<file path="config.mk">
export PLATFORM = sky130hd
export DESIGN_NAME = cache_push_seq
export DESIGN_NICKNAME = d
export VERILOG_FILES = /design/src/rtl/cpush_pkg.sv /design/src/rtl/cpush_dirty_scan.sv /design/src/rtl/cpush_resp_decode.sv /design/src/rtl/cpush_beat_drive.sv /design/src/rtl/cache_push_seq.sv
export SDC_FILE = /design/constraint.sdc
export NUM_CORES = 1
export LEC_CHECK = 0
export BUFFER_PORTS_ARGS = -buffer_cell sky130_fd_sc_hd__buf_4
export CAP_MARGIN = 10
export CELL_PAD_IN_SITES_DETAIL_PLACEMENT = 1
export CELL_PAD_IN_SITES_GLOBAL_PLACEMENT = 2
export CORE_UTILIZATION = 30
export CTS_BUF_LIST = sky130_fd_sc_hd__clkbuf_4 sky130_fd_sc_hd__clkbuf_8 sky130_fd_sc_hd__clkbuf_16
export CTS_CLUSTER_DIAMETER = 200
export CTS_CLUSTER_SIZE = 25
export DETAILED_ROUTE_END_ITERATION = 8
export GPL_TIMING_DRIVEN = 0
export PLACE_DENSITY_LB_ADDON = 0.1
export SYNTH_ARGS = -nofsm -noshare
export SYNTH_HDL_FRONTEND = slang
export SYNTH_SLANG_ARGS = --single-unit
</file>
<file path="constraint.sdc">
create_clock -name clk -period 5.6 [get_ports clk]
set_input_delay 0.56 -clock clk [delete_from_list [all_inputs] [get_ports clk]]
set_output_delay 0.56 -clock clk [all_outputs]
set_load 0.05 [all_outputs]
</file>
<file path="src/rtl/cpush_pkg.sv">
package cpush_pkg;

    typedef enum logic [1:0] {
        S_IDLE = 2'd0,
        S_ADDR = 2'd1,
        S_DATA = 2'd2
    } seq_state_e;

    typedef enum logic [1:0] {
        M_SINGLE = 2'd0,
        M_BURST  = 2'd1,
        M_SPLIT  = 2'd2
    } xfer_mode_e;

    typedef enum logic [1:0] {
        RSP_WAIT  = 2'd0,
        RSP_ACK   = 2'd1,
        RSP_RETRY = 2'd2,
        RSP_BERR  = 2'd3
    } bus_resp_e;

    localparam logic [1:0] SZ_LONG = 2'b00;
    localparam logic [1:0] SZ_LINE = 2'b11;
    localparam logic [2:0] TM_PUSH = 3'b000;

endpackage

</file>
<file path="src/rtl/cpush_dirty_scan.sv">
module cpush_dirty_scan #(
    parameter int WORDS = 4,
    localparam int IDX_W = (WORDS > 1) ? $clog2(WORDS) : 1
) (
    input  logic [WORDS-1:0] mask,
    output logic             any_dirty,
    output logic             multi_dirty,
    output logic [IDX_W-1:0] first_idx
);

    logic [WORDS:0]   seen;
    logic [WORDS-1:0] hit;
    logic [WORDS-1:0] dup;

    assign seen[0] = 1'b0;

    // Prefix chain: hit marks the lowest dirty word, dup any word after another one
    for (genvar g = 0; g < WORDS; g++) begin : g_scan
        assign seen[g+1] = seen[g] | mask[g];
        assign hit[g]    = mask[g] & ~seen[g];
        assign dup[g]    = mask[g] & seen[g];
    end

    assign any_dirty   = seen[WORDS];
    assign multi_dirty = |dup;

    always_comb begin
        first_idx = '0;
        for (int i = 0; i < WORDS; i++) begin
            if (hit[i]) first_idx = first_idx | IDX_W'(i);
        end
    end

endmodule

</file>
<file path="src/rtl/cpush_resp_decode.sv">
module cpush_resp_decode
    import cpush_pkg::*;
(
    input  logic      in_data,
    input  logic      late_beat,
    input  logic      first_burst,
    input  logic      ta,
    input  logic      tea,
    input  logic      tbi,
    output bus_resp_e kind,
    output logic      split
);

    always_comb begin
        kind = RSP_WAIT;
        if (in_data) begin
            if (ta && tea)  kind = late_beat ? RSP_BERR : RSP_RETRY;
            else if (tea)   kind = RSP_BERR;
            else if (ta)    kind = RSP_ACK;
        end
    end

    // Burst inhibit matters only on a clean acknowledge of the first burst beat
    assign split = (kind == RSP_ACK) && first_burst && tbi;

endmodule

</file>
<file path="src/rtl/cpush_beat_drive.sv">
module cpush_beat_drive #(
    parameter int ADDR_W = 32,
    parameter int DATA_W = 32,
    parameter int WORDS  = 4,
    localparam int IDX_W  = (WORDS > 1) ? $clog2(WORDS) : 1,
    localparam int BYTE_SH = $clog2(DATA_W / 8)
) (
    input  logic [ADDR_W-1:0]       base,
    input  logic [WORDS*DATA_W-1:0] line,
    input  logic [IDX_W-1:0]        beat,
    output logic [ADDR_W-1:0]       addr,
    output logic [DATA_W-1:0]       wdata
);

    logic [DATA_W-1:0] word [WORDS];

    for (genvar g = 0; g < WORDS; g++) begin : g_unpack
        assign word[g] = line[g*DATA_W +: DATA_W];
    end

    assign addr  = base + (ADDR_W'(beat) << BYTE_SH);
    assign wdata = word[beat];

endmodule

</file>
<file path="src/rtl/cache_push_seq.sv">
module cache_push_seq
    import cpush_pkg::*;
#(
    parameter int ADDR_W = 32,
    parameter int DATA_W = 32,
    parameter int WORDS  = 4
) (
    input  logic                    clk,
    input  logic                    rst_n,
    input  logic                    req_valid,
    output logic                    req_ready,
    input  logic [ADDR_W-1:0]       req_addr,
    input  logic [WORDS*DATA_W-1:0] req_line,
    input  logic [WORDS-1:0]        req_dirty,
    input  logic                    req_lock,
    output logic                    bus_start,
    output logic                    bus_active,
    output logic [ADDR_W-1:0]       bus_addr,
    output logic [1:0]              bus_size,
    output logic [2:0]              bus_tm,
    output logic [DATA_W-1:0]       bus_wdata,
    output logic                    bus_lock,
    input  logic                    bus_ta,
    input  logic                    bus_tea,
    input  logic                    bus_tbi,
    output logic                    push_done,
    output logic                    push_berr
);

    localparam int IDX_W   = (WORDS > 1) ? $clog2(WORDS) : 1;
    localparam int LINE_W  = WORDS * DATA_W;
    localparam int OFF_W   = $clog2(WORDS * DATA_W / 8);
    localparam int BYTES   = DATA_W / 8;
    localparam logic [IDX_W-1:0]  LAST_BEAT = IDX_W'(WORDS - 1);
    localparam logic [ADDR_W-1:0] BASE_MASK = {ADDR_W{1'b1}} << OFF_W;

    typedef struct packed {
        seq_state_e       st;
        xfer_mode_e       mode;
        logic [IDX_W-1:0] beat;
        logic [ADDR_W-1:0] base;
        logic [LINE_W-1:0] line;
        logic             lock;
        logic             done;
        logic             berr;
    } seq_t;

    seq_t q, d;

    logic             any_dirty, multi_dirty;
    logic [IDX_W-1:0] first_idx;
    bus_resp_e        kind;
    logic             split;
    logic             in_data, late_beat, first_burst, last_xfer;

    cpush_dirty_scan #(.WORDS(WORDS)) u_scan (
        .mask        (req_dirty),
        .any_dirty   (any_dirty),
        .multi_dirty (multi_dirty),
        .first_idx   (first_idx)
    );

    assign in_data     = (q.st == S_DATA);
    assign late_beat   = (q.mode == M_BURST) && (q.beat != '0);
    assign first_burst = (q.mode == M_BURST) && (q.beat == '0);
    assign last_xfer   = (q.mode == M_SINGLE) || (q.beat == LAST_BEAT);

    cpush_resp_decode u_resp (
        .in_data     (in_data),
        .late_beat   (late_beat),
        .first_burst (first_burst),
        .ta          (bus_ta),
        .tea         (bus_tea),
        .tbi         (bus_tbi),
        .kind        (kind),
        .split       (split)
    );

    cpush_beat_drive #(
        .ADDR_W (ADDR_W),
        .DATA_W (DATA_W),
        .WORDS  (WORDS)
    ) u_beat (
        .base  (q.base),
        .line  (q.line),
        .beat  (q.beat),
        .addr  (bus_addr),
        .wdata (bus_wdata)
    );

    always_comb begin
        d      = q;
        d.done = 1'b0;
        d.berr = 1'b0;
        case (q.st)
            S_IDLE: begin
                if (req_valid) begin
                    d.base = req_addr & BASE_MASK;
                    d.line = req_line;
                    d.lock = req_lock;
                    if (!any_dirty) begin
                        d.done = 1'b1;
                    end else if (multi_dirty) begin
                        d.st   = S_ADDR;
                        d.mode = M_BURST;
                        d.beat = '0;
                    end else begin
                        d.st   = S_ADDR;
                        d.mode = M_SINGLE;
                        d.beat = first_idx;
                    end
                end
            end
            S_ADDR: d.st = S_DATA;
            S_DATA: begin
                case (kind)
                    RSP_RETRY: d.st = S_ADDR;
                    RSP_BERR: begin
                        d.st   = S_IDLE;
                        d.berr = 1'b1;
                    end
                    RSP_ACK: begin
                        if (last_xfer) begin
                            d.st   = S_IDLE;
                            d.done = 1'b1;
                        end else if (split) begin
                            d.mode = M_SPLIT;
                            d.beat = q.beat + 1'b1;
                            d.st   = S_ADDR;
                        end else if (q.mode == M_BURST) begin
                            d.beat = q.beat + 1'b1;
                        end else begin
                            d.beat = q.beat + 1'b1;
                            d.st   = S_ADDR;
                        end
                    end
                    default: ;
                endcase
            end
            default: d.st = S_IDLE;
        endcase
    end

    always_ff @(posedge clk) begin
        if (!rst_n) q <= '0;
        else        q <= d;
    end

    assign req_ready  = (q.st == S_IDLE);
    assign bus_active = (q.st != S_IDLE);
    assign bus_start  = (q.st == S_ADDR);
    assign bus_size   = (q.mode == M_BURST) ? SZ_LINE : SZ_LONG;
    assign bus_tm     = TM_PUSH;
    assign bus_lock   = q.lock && bus_active;
    assign push_done  = q.done;
    assign push_berr  = q.berr;

    // a waiting beat keeps its address
    p_addr_hold_r2: assert property (@(posedge clk) disable iff (!rst_n)
        (bus_active && !bus_start && !bus_ta && !bus_tea) |=> $stable(bus_addr));

    // retry on a retryable transfer reissues the address phase at the same address
    p_retry_reissue_r4: assert property (@(posedge clk) disable iff (!rst_n)
        (in_data && bus_ta && bus_tea && !late_beat) |=> (bus_start && $stable(bus_addr)));

    // error alone ends the push with a bus-error pulse
    p_berr_r5: assert property (@(posedge clk) disable iff (!rst_n)
        (in_data && bus_tea && !bus_ta) |=> (push_berr && !push_done && req_ready));

    // retry on a later burst beat is a bus error
    p_late_retry_r6: assert property (@(posedge clk) disable iff (!rst_n)
        (in_data && late_beat && bus_ta && bus_tea) |=> push_berr);

    // burst inhibit on the first beat turns the rest into long-word writes
    p_fallback_r7: assert property (@(posedge clk) disable iff (!rst_n)
        (in_data && first_burst && bus_ta && !bus_tea && bus_tbi) |=>
        (bus_start && bus_size == SZ_LONG && bus_addr == $past(bus_addr) + ADDR_W'(BYTES)));

    // clean acknowledge of the final transfer gives done next cycle
    p_done_r9: assert property (@(posedge clk) disable iff (!rst_n)
        (in_data && last_xfer && bus_ta && !bus_tea) |=> (push_done && !push_berr));

    // lock is never driven while idle
    p_lock_idle_r8: assert property (@(posedge clk) disable iff (!rst_n)
        !bus_active |-> !bus_lock);

endmodule

</file>
# Yosys cells after proc, flatten, opt, wreduce, memory -nomap -nowiden

Cells that the tools add are included.

Equal/unequal tests: 14
Multiplexer cells: 29
Bitwise operators: 13
Reductions and logical operators: 19
$add $sub $neg: 2
$lt $le $gt $ge: 1

Operator list:

| cell                                                                   | number |
|---|---|
| 168-bit two-way mux                                                    | 1 |
| 32-bit binary-select mux with 2-bit select                             | 1 |
| 32-bit two-way mux                                                     | 2 |
| 32-bit by 4-bit adder with 32-bit output                               | 1 |
| 2-bit two-way mux                                                      | 10 |
| 2-bit case mux with 3 select lines                                     | 2 |
| 2-bit equality test (second input constant)                            | 4 |
| 4-bit two-way mux                                                      | 2 |
| 4-bit case mux with 2 select lines                                     | 1 |
| 1-bit two-way mux                                                      | 7 |
| 1-bit AND                                                              | 6 |
| 2-bit by 1-bit equality test with 1-bit output (second input constant) | 3 |
| 1-bit logical AND                                                      | 6 |
| 2-bit zero test                                                        | 3 |
| 6-bit two-way mux                                                      | 1 |
| 2-bit != test (second input constant)                                  | 3 |
| 6-bit AND reduction                                                    | 1 |
| 2-bit nonzero test                                                     | 3 |
| 5-bit != test (second input constant)                                  | 1 |
| 5-bit AND reduction                                                    | 1 |
| 2-bit by 1-bit != test with 1-bit output (second input constant)       | 2 |
| 4-bit by 1-bit != test with 1-bit output (second input constant)       | 1 |
| 2-bit AND reduction                                                    | 2 |
| 4-bit AND reduction                                                    | 1 |
| other kinds (9)                                                        | 13 |

Bits in registers: 165
Word-level logic and storage cells: 86

# Depth between registers and ports, before layout

Gate-level depths: netlist of run 1.

Depth after elaboration: 12
Depth in mapped cells: 12

# Modules after synthesis

From an unflattened synthesis of run 1, not the netlist that was laid out.

Cell total of the unflattened synthesis: 878
Area total of the unflattened synthesis: 7453.4 µm²

Modules (own cells, without submodules):

| module            | area each (µm²) | instances | cells an instance |
|---|---|---|---|
| cache_push_seq    | 6004.5          | 1         | 743 |
| cpush_beat_drive  | 1368.8          | 1         | 119 |
| cpush_dirty_scan  | 47.5            | 1         | 10 |
| cpush_resp_decode | 32.5            | 1         | 6 |

# Least setup slack after synthesis of run 1

OpenSTA, ideal clock, no wires.

Kind: flip-flop to flip-flop
From: register q[163] (netlist bit)
To: register q[166] (netlist bit)
Setup slack: 2.407 ns
Buffers on the path: 2
Cell stages (with the launch flop): 13
Data arrival time: 3.123 ns
Setup time: 0.070 ns
Clock period less this slack: 3.193 ns
Cell sequence: dfxtp_1 > clkbuf_1 > buf_2 > inv_1 > ha_1 > o311ai_0 > o21ai_0 > nor2_1 > ha_1 > or2b_1 > or3_4 > or4_1 > a21oi_1

Longest elaborated chain between the ends: 10
Elaborated cells between the ends (all ways): 16
Those cells by class: eq/ne (5); mux (3); reduce/logical (8)

RTL lines:

| item                                           | line                                           | text |
|---|---|---|
| start: declaration                             | cache_push_seq.sv:48                           | `seq_t q, d;` |
| start signal: assignment                       | cache_push_seq.sv:145                          | `if (!rst_n) q <= '0;` |
| start signal: assignment                       | cache_push_seq.sv:146                          | `else q <= d;` |
| 2-bit nonzero test                             | cache_push_seq.sv:64                           | `assign late_beat = (q.mode == M_BURST) && (q.beat != '0);` |
| 1-bit logical AND                              | cache_push_seq.sv:64                           |  |
| 1-bit two-way mux                              | cpush_resp_decode.sv:17                        | `if (ta && tea) kind = late_beat ? RSP_BERR : RSP_RETRY;` |
| 2-bit two-way mux                              | cpush_resp_decode.sv:17                        |  |
| 2-bit two-way mux                              | cpush_resp_decode.sv:16                        | `if (in_data) begin` |
| 2-bit by 1-bit equality test with 1-bit output | cpush_resp_decode.sv:24, cache_push_seq.sv:116 |  |
| 1-bit logical AND (2 in a row)                 | cpush_resp_decode.sv:24                        | `assign split = (kind == RSP_ACK) && first_burst && tbi;` |
| 2-bit != test (no source line)                 | -                                              |  |
| 6-bit AND reduction (no source line) (*)       | -                                              |  |

Mark *: on every way between the ends. The rest lies on a longest branch, timed or not.
A chain may end at the register's enable or synchronous reset.

# Worst setup path after layout of run 1

Ends and elaborated chain as after synthesis.

==> results of run 1 <==
==> cell families (layout without fill, tap and decap cells) <==
logic type	count (synthesis)	in the layout	share of synthesized area (%)
compound gates	174	174	13.1
fa+ha+maj	5	5	0.867
buf+inv	102	370	7.81
flops	165	165	47.7
other cells	1	5	0.0542
xor+xnor	2	2	0.253
simple gates	345	345	19.8
mux	32	32	10.4
==> layer usage <==
metal  vias up  part of all wire, %  global-route usage [%]
li1       3224                    -                       -
met1      3018                   46                    27.1
met2       159                   49                    35.5
met3        16                  4.2                    3.52
met4         0                  1.1                    5.10
met5         -                    0                       0
==> worst max-delay path by stage <==
| stage | start | endpoint | cells after the start | slack, ps |
|---|---|---|---|---|
| 6_report | q[163] | q[166] | 12 | 1760 |
| 5_1_grt | q[163] | q[166] | 12 | 1460 |
| 4_1_cts | q[163] | q[166] | 12 | 1710 |
| 3_5_place_dp | q[163] | q[166] | 12 | 1740 |
| 3_3_place_gp | q[163] | q[166] | 12 | 1820 |
| 2_1_floorplan | q[163] | q[166] | 12 | 2410 |
==> worst max-delay path, delay by kind of cell (launching register included) <==
family	cells	cell delay, ps
simple gates	4	1320
buf+inv	3	1010
compound gates	3	550
fa+ha+maj	2	470
flops	1	390
==> per-stage QoR <==
| step | power, µW | cells | hold slack, ps | setup WS (ps) |
|---|---|---|---|---|
| global placement | 2230 | 1351 | 440 | 1820 |
| detailed placement | 2240 | 1351 | 445 | 1740 |
| finish | 3410 | 1383 | 380 | 1760 |
| global route | 3580 | 1383 | 366 | 1460 |
| CTS | 3450 | 1383 | 357 | 1710 |
| floorplan | 1910 | 830 | 432 | 2410 |
==> sequential cells by signal, summed over array words and instances (netlist names) <==
signal	cells
push_done	1
push_berr	1
q	163
==> final cells by class <==
| type | count | area (µm²) | share of cell area, % |
|---|---|---|---|
| tap | 285 | 357 | 3.69 |
| sequential | 165 | 3300 | 34.2 |
| clock inverter | 12 | 144 | 1.49 |
| inverter | 7 | 26.3 | 0.272 |
| multi-input combinational | 563 | 3100 | 32.0 |
| clock buffer | 20 | 454 | 4.70 |
| timing repair buffer | 236 | 1770 | 18.3 |
| buffer | 95 | 514 | 5.32 |
==> layout by cell type (no fill, tap or decap), drive strengths merged, types with 3 or more instances in the layout <==
| cell | netlist | routed |
|---|---|---|
| a21oi | 160 | 160 |
| buf | 61 | 297 |
| clkbuf | 34 | 54 |
| clkinv | 0 | 3 |
| clkinvlp | 0 | 3 |
| conb | 1 | 5 |
| dfxtp | 165 | 165 |
| ha | 4 | 4 |
| inv | 7 | 11 |
| mux4 | 32 | 32 |
| nand2 | 320 | 320 |
| nor2 | 3 | 3 |
| nor2b | 3 | 3 |
| nor3 | 3 | 3 |
| nor3b | 3 | 3 |
==> synthesized netlist by cell type (all sizes together) (2+ instances only) <==
| master | number |
|---|---|
| buf | 61 |
| o21ai | 2 |
| a221oi | 2 |
| ha | 4 |
| clkbuf | 34 |
| a32oi | 2 |
| mux4 | 32 |
| inv | 7 |
| dfxtp | 165 |
| and2 | 2 |
| nor3b | 3 |
| or3 | 2 |
| nor2b | 3 |
| nand2 | 320 |
| nand2b | 2 |
| nor2 | 3 |
| nor3 | 3 |
| a21oi | 160 |
==> power by group through the flow <==
stage | registers, µW | logic (µW) | clock network (µW)
2_1_floorplan | 1340 | 564 | 0
3_3_place_gp | 1360 | 873 | 0
3_5_place_dp | 1360 | 882 | 0
4_1_cts | 1340 | 884 | 1230
5_1_grt | 1350 | 942 | 1290
6_report | 1340 | 869 | 1200
==> key figures, run 1 <==
Route
  • Residual DRC: 0
  • DRT Pass-1 Iters: 4
  • Via/cell ratio: 4.64
  • Number of routed nets with antenna violations: 0
  • Vias: ~6,400
  • Routed wire per std cell: about 17 µm
  • DRT iter0 DRCs: ~270
  • Post-Route WL: 23.9 mm

Cells and area
  • Fin util: between 40% and 50%
  • Finished Cell Area: around 0.0097 mm²
  • Layout cells sized above 1: about 33%
  • N_diodes: 0
  • Syn-to-layout area delta: 39.6%
  • Fill cell count: between 2,000 and 3,000
  • Nets: between 1,000 and 1,500

Power and ir drop
  • Sw Pwr: between 1000 and 1500 µW
  • LEAKAGE: a little over 0.004 µW
  • Peak supply drop: around 0.18 mV
  • Logic gate share of total power: roughly 26%
  • Clk pwr share: about a third
  • Net Sw Frac: roughly 33%
  • PwrDens: between 300 and 400 mW/mm²
  • Internal: approximately 2300 µW
  • Flop pwr share: approximately two fifths

Synth
  • Post-synthesis register bit count: around 170
  • Top cell type by total area after synthesis: dfxtp_1
  • Mapped Cells: between 800 and 900
  • EDFF count, synth: 0
  • Async SR Flop Fraction: 0%
  • Mean post-synth cell area: roughly 8.4 µm²
  • Post-synthesis sequential area ratio: 47.7%
  • Largest cells by area after synthesis: dfxtp_1 (48%), nand2_1 (17%), a21oi_1 (12%)
  • Top_reg_cell synth: dfxtp_1
  • Top cell type's share of synthesized area: between 40% and 50%
  • YS warnings: 0
  • Mapped cell area: about 0.007 mm²
  • Unique masters post-synth: 44

Timing
  • Setup_tns: 0 ps
  • Maximum clock frequency: ~0.26 GHz
  • Final hold viol count: 0
  • Worst Max-Slew Pin Slew: around 930 ps
  • Final Skew: 7.81 ps
  • RSZ-0062 raised after global routing: no
  • Tcrit/Tclk final: between 60 and 70%
  • Fin crit period: slightly below 4000 ps
  • Slew Limit Headroom: 38.1%
  • Setup violators final: 0
  • Pins Over Slew Limit: 0

Clocking
  • Post-CTS sizing: 0
  • Num CTS Buffers: 17
  • Clk sink count: approximately 170
  • Clock Tree Buf Depth: 2
  • CTS tree: built
  • Clk pin slew, worst setup/hold paths: about 70 ps
  • Root Driver: clkbuf_16
  • Post-CTS Setup Bufs: 0
  • H-tree Lvls: 4
  • Clock latency at the later pin of the worst-skew pair: roughly 420 ps
  • Post-CTS Hold Fix Bufs: 0

Worst setup path
  • Critical path, cell by cell: clkbuf_1 -> buf_2 -> inv_1 -> ha_1 -> o311ai_0 -> o21ai_0 -> nor2_1 -> ha_1 -> or2b_1 -> or3_4 -> or4_1 -> a21oi_1
  • FF-to-FF End: q[166]
  • RR Startpoint: q[163]
  • Startpoint Class: flop
  • Most used cell, CP: ha_1
  • R2R cell count: 12
  • Crit-path max cell delay: about 490 ps
  • Worst Path Max Fanout: 10
  • Worst Path Arrival: roughly 4200 ps
  • Crit end category: flop
  • CP required: just under 6000 ps
  • WS Path Type: flop to flop
  • Critical path's slowest cell: or4_1
  • R2r setup slk: approximately 1800 ps

Outcome
  • Outcome: finished clean

Flow run
  • Number of max-cap violations: 0

Placed design
  • Gpl congestion: roughly 0.8
  • Final HPWL DP: ~18 mm
  • DP Area: around 0.0091 mm²
  • Port Buffer Count: between 200 and 250

Worst hold path
  • WHS Endpoint: q[156]
  • Hold path cells: 3
  • Hold Path Class: primary input to flop
  • Beginning of the worst hold path: req_addr[25]

Global routing
  • Largest net degree at the start of global routing: 17
  • First-pass GRT wire length: 37.3 mm
  • GRT Resource Usage Total: between 20% and 30%
  • Vias in the first global route: 6,633
  • Initial antenna violation count: 0
  • Total grt overflow: 0

Die
  • Die Width: 154 µm
  • Die height: between 150 and 200 µm
  • Die ar.: 0.0237 mm²
  • Ports: around 250
  • Core Area: 0.0226 mm²
  • Cell Rows: between 50 and 60
  • Initial Utilization: a little under a third
Note: power is estimated with default switching activity, not from simulation.
==> run 2, diff against run 1 <==
Settings changed: CORE_UTILIZATION 30 to 28.
Clock period 5.6 ns to 3.8 ns, I/O delays scaled along.
==> run 2 against run 1 <==
  * Worst hold slack got worse by 190 ps
  * First-iteration DRC count increased by 12%
  * Worst setup slack got worse by 1400 ps
  * Sequential cell count unchanged
  * Wire length increased by 0.67%
  * Non-clock buffer count unchanged
==> key figures, run 2 (synthesized netlist as in run 1, its figures left out) <==
Worst setup path
  • Crit end category: flop
  • Startpoint Class: flop
  • R2R cell count: 12
  • Worst Path Max Fanout: 10
  • WS Path Type: flop to flop
  • R2r setup slk: 310 ps
  • FF-to-FF End: q[166]
  • RR Startpoint: q[163]
  • CP required: 4150 ps
  • Worst Path Arrival: about 3800 ps

Global routing
  • Initial antenna violation count: 0
  • Vias in the first global route: around 6,700
  • Total grt overflow: 0
  • Largest net degree at the start of global routing: 17
  • First-pass GRT wire length: around 38 mm
  • GRT Resource Usage Total: between 15 and 20%

Timing
  • Tcrit/Tclk final: between 90 and 100%
  • Slew Limit Headroom: between 40% and 50%
  • RSZ-0062 raised after global routing: no
  • Maximum clock frequency: ~0.29 GHz
  • Setup violators final: 0
  • Worst Max-Slew Pin Slew: about 850 ps
  • Final hold viol count: 0
  • Final Skew: ~7.4 ps
  • Pins Over Slew Limit: 0
  • Setup_tns: 0 ps
  • Fin crit period: ~3500 ps

Cells and area
  • Syn-to-layout area delta: 39.7%
  • Commonest non-fill, non-tap cells in the layout: nand2_1 (320), buf_4 (272), dfxtp_1 (165)
  • Layout cells sized above 1: 32.8%
  • Nets: between 1,000 and 1,500
  • Largest Register: q
  • Final cell count without fillers: around 1,400
  • Commonest non-fill, non-tap cell in the layout: nand2_1
  • Max FFs per register: between 150 and 200
  • Fin util: about two fifths
  • N_diodes: 0

Die
  • Die height: between 150 and 200 µm
  • Initial Utilization: 28.5%
  • Die Width: 159 µm
  • Cell Rows: 57
  • Die ar.: about 0.025 mm²
  • Core Area: ~0.024 mm²
  • Ports: around 250

Clocking
  • Clk pin slew, worst setup/hold paths: around 70 ps
  • Num CTS Buffers: 17
  • Clk sink count: roughly 170
  • CTS tree: built
  • Root Driver: clkbuf_16
  • Clock Tree Buf Depth: 2
  • H-tree Lvls: 4
  • Post-CTS Setup Bufs: 0
  • Clock latency at the later pin of the worst-skew pair: around 430 ps

Outcome
  • Outcome: finished clean

Flow run
  • Number of max-cap violations: 0

Power and ir drop
  • LEAKAGE: 0.00407 µW
  • PwrDens: around 510 mW/mm²
  • Peak supply drop: between 0.2 and 0.25 mV

Placed design
  • Final HPWL DP: about 18 mm
  • Gpl congestion: between 0.7 and 0.8
  • Placed insts: approximately 1,400
  • Port Buffer Count: roughly 240

Route
  • DRT iter0 DRCs: approximately 300
  • Number of routed nets with antenna violations: 0
  • Vias: roughly 6,400
  • Post-Route WL: roughly 24 mm
  • DRT Pass-1 Iters: 6
  • Via/cell ratio: 4.54
  • Residual DRC: 0
  • Routed wire per std cell: 16.9 µm

Worst hold path
  • Beginning of the worst hold path: req_line[61]
  • WHS Endpoint: q[64]
  • Hold path cells: 3
  • Hold Path Class: primary input to flop
run 2: cell types whose count changed in the layout (fill, tap and decap cells not counted):
cell	previous run	this run
clkinvlp_4	3	2
buf_2	18	17
inv_8	0	2
clkbuf_2	0	1
clkinv_4	3	5
bufinv_16	2	0
clkbuf_1	34	33
clkbuf_4	2	1
run 2: metrics by stage:
step                      power (µW)  setup slack, ps  area, µm²  hold WS, ps
after global placement          3300            -34.2       9120          440
after CTS                       4980              166       9670          175
after floorplan                 2810              607       6940          432
after detailed placement        3310            -47.0       9120          446
after global routing            5150             61.3       9680          180
final                           4910              314       9680          190
run 2: worst max-delay path by stage:
stage	startpoint	to	slack, ps	depth (start not counted)
floorplan	q[163]	q[166]	610	12
CTS	q[163]	q[166]	170	12
finish	q[163]	q[166]	310	12
global placement	q[163]	q[166]	-30	12
global route	q[163]	q[166]	60	12
detailed placement	q[163]	q[166]	-50	12
run 2: final cells by class:
cell class / count / area [µm²]
tap: 324 / 405
buffer: 95 / 518
clock inverter: 13 / 116
multi-input combinational: 563 / 3100
inverter: 7 / 26.3
timing repair buffer: 236 / 1770
sequential: 165 / 3300
fill: 2955 / 14600
clock buffer: 18 / 439
run 2: what timing repair did:
item	CTS	global route
setup endpoints to repair	1	1
resized for setup	1	1
hold buffers	0	0
run 2: where the power goes:
part           switching [µW]  total (µW)  internal (µW)  leakage [µW]
Sequential               84.2        1970           1880       0.00135
Clock                     788        1660            872      0.000268
Combinational             802        1280            474       0.00245
Total                    1670        4910           3230       0.00407
run 2: layer usage:
metal | vias to the layer above | track usage (%) | part of all wire (%)
met5 | - | 0 | 0
met4 | 0 | 4.06 | 0.63
met3 | 11 | 3.62 | 4.5
met2 | 158 | 33.2 | 48
met1 | 3043 | 25.4 | 46
li1 | 3236 | - | -
run 2: critical path, cell delays in order, from the launching register on:
cell      delay (ps)
dfxtp_1          390
clkbuf_2         290
clkbuf_4         330
inv_1            100
ha_1             230
o311ai_0         250
o21ai_0          140
nor2_1           160
ha_1             220
or2b_1           260
or3_4            400
or4_1            480
a21oi_1          140
==> run 3, diff against run 2 <==
Settings changed: MAX_ROUTING_LAYER set to met4.
==> run 3 against run 2 <==
  * Wire length about the same
  * Maximum frequency hardly changed
  * Register-to-register slack barely moved
  * Sequential power about the same
  * Sequential share of layout area is the same
  * Clock skew increased by 1.3 ps
  * Critical endpoint unchanged
  * Largest cell class unchanged
  * Highest routed layer unchanged
==> key figures, run 3 (synthesized netlist as in run 1, its figures left out) <==
Outcome
  • Outcome: finished clean

Cells and area
  • Commonest non-fill, non-tap cells in the layout: nand2_1 (320), buf_4 (272), dfxtp_1 (165)
  • Fill cell count: a little under 3,000
  • Max FFs per register: 163
  • Register area: 0.00330 mm²
  • Syn-to-layout area delta: 39.7%
  • N_diodes: 0
  • Commonest non-fill, non-tap cell in the layout: nand2_1
  • Finished Cell Area: just under 0.01 mm²
  • Nets: 1,260
  • Layout cells sized above 1: between 30% and 40%
  • Largest Register: q
  • Area of the multi-input gates: between 0.003 and 0.004 mm²

Die
  • Die height: roughly 160 µm
  • Core Area: ~0.024 mm²
  • Initial Utilization: around 28%
  • Ports: between 200 and 250
  • Die Width: 159 µm
  • Cell Rows: 57
  • Die ar.: 0.0254 mm²

Timing
  • Tcrit/Tclk final: 91.7%
  • Hold Slack: ~190 ps
  • Slew Limit Headroom: a little over two fifths
  • Setup_tns: 0 ps
  • RSZ-0062 raised after global routing: no
  • Worst Max-Slew Pin Slew: 857 ps
  • Pins Over Slew Limit: 0
  • Fin crit period: about 3500 ps
  • Setup violators final: 0
  • Final Skew: 8.71 ps
  • Final hold viol count: 0
  • Maximum clock frequency: between 0.2 and 0.3 GHz

Flow run
  • Number of max-cap violations: 0

Global routing
  • Initial antenna violation count: 0
  • First-pass GRT wire length: between 30 and 40 mm
  • Total grt overflow: 0
  • Vias in the first global route: ~6,700
  • GRT Resource Usage Total: 20.0%
  • Largest net degree at the start of global routing: 17

Power and ir drop
  • PwrDens: just over 500 mW/mm²
  • LEAKAGE: approximately 0.004 µW
  • Final Power: around 4900 µW
  • Peak supply drop: 0.232 mV

Route
  • Number of routed nets with antenna violations: 0
  • DRT iter0 DRCs: 290
  • Post-Route WL: ~24 mm
  • Routed wire per std cell: 16.9 µm
  • DRT Pass-1 Iters: 4
  • Via/cell ratio: between 4 and 5
  • Residual DRC: 0
  • Vias: roughly 6,500

Clocking
  • CTS tree: built
  • Clock latency at the later pin of the worst-skew pair: ~430 ps
  • Num CTS Buffers: 17
  • Root Driver: clkbuf_16
  • H-tree Lvls: 4
  • Clk pin slew, worst setup/hold paths: 70 ps
  • Clock Tree Buf Depth: 2
  • Clk sink count: between 150 and 200

Worst setup path
  • Crit-path max cell delay: roughly 480 ps
  • Worst Path Arrival: about 3800 ps
  • Critical path, cell by cell: clkbuf_2 -> clkbuf_4 -> inv_1 -> ha_1 -> o311ai_0 -> o21ai_0 -> nor2_1 -> ha_1 -> or2b_1 -> or3_4 -> or4_1 -> a21oi_1
  • CP required: just over 4000 ps
  • Critical path's slowest cell: or4_1
  • Crit end category: flop
  • Startpoint Class: flop
  • Most used cell, CP: ha_1
  • Worst Path Max Fanout: 10
  • WS Path Type: flop to flop

Placed design
  • Final HPWL DP: between 15 and 20 mm
  • Gpl congestion: ~0.79
  • Port Buffer Count: between 200 and 250
  • DP Area: approximately 0.0091 mm²

Worst hold path
  • Hold Path Class: primary input to flop
## run 3: cell counts in the layout (fill, tap and decap cells not counted)
Identical to the previous run, type by type.
## run 3: layer usage
layer / routed length, µm / track usage [%] / vias up / share of wire (%)
met5: 0 / - / - / 0
met4: 144 / 4.06 / 0 / 0.60
met3: 1010 / 3.46 / 11 / 4.2
met2: 11600 / 33.2 / 161 / 48
met1: 11300 / 25.6 / 3048 / 47
li1: - / - / 3231 / -
## run 3: cell type report
class | instances | share of cell area [%]
clock buffers | 18 | 4.54
multi-input cells | 563 | 32.0
clock inverters | 13 | 1.20
flip-flops and latches | 165 | 34.1
repair buffers | 236 | 18.3
plain buffers | 95 | 5.35
inverters | 7 | 0.272
well taps | 324 | 4.19
## run 3: worst max-delay path: cells and delay by family, from the launching register on
family	cells	cell delay (ps)
AO/OA/AOI/OAI	3	530
adder cells (fa/ha/maj)	2	450
buffers and inverters	3	720
flip-flops	1	390
AND/OR/NAND/NOR	4	1300
## run 3: stage by stage
step,setup slack (ps),utilization [%],instances
2_1_floorplan,607,-,830
3_3_place_gp,-34.2,37.5,1390
3_5_place_dp,-47.0,37.5,1390
4_1_cts,166,39.8,1421
5_1_grt,60.0,39.8,1421
6_report,316,39.8,1421
## run 3: final timing paths
check / startpoint / end / depth (start not counted) / slack (ps)
setup / recovery: q[163] / q[166] / 12 / 320
setup reg to reg: q[163] / q[166] / 12 / 320
hold reg to reg: q[2] / q[2] / 2 / 450
hold / removal: req_line[61] / q[64] / 3 / 190
## run 3: timing repair
item	CTS	global route
gates resized for setup	1	1
setup endpoints to repair	1	1
setup buffers	0	0
hold buffers	0	0
pin swaps	0	0
## run 3: report_power, final
part	switching, µW	internal (µW)	leakage (µW)
clock	788	873	0.000268
sequential	84.6	1880	0.00135
combinational	802	474	0.00245
total	1670	3230	0.00407
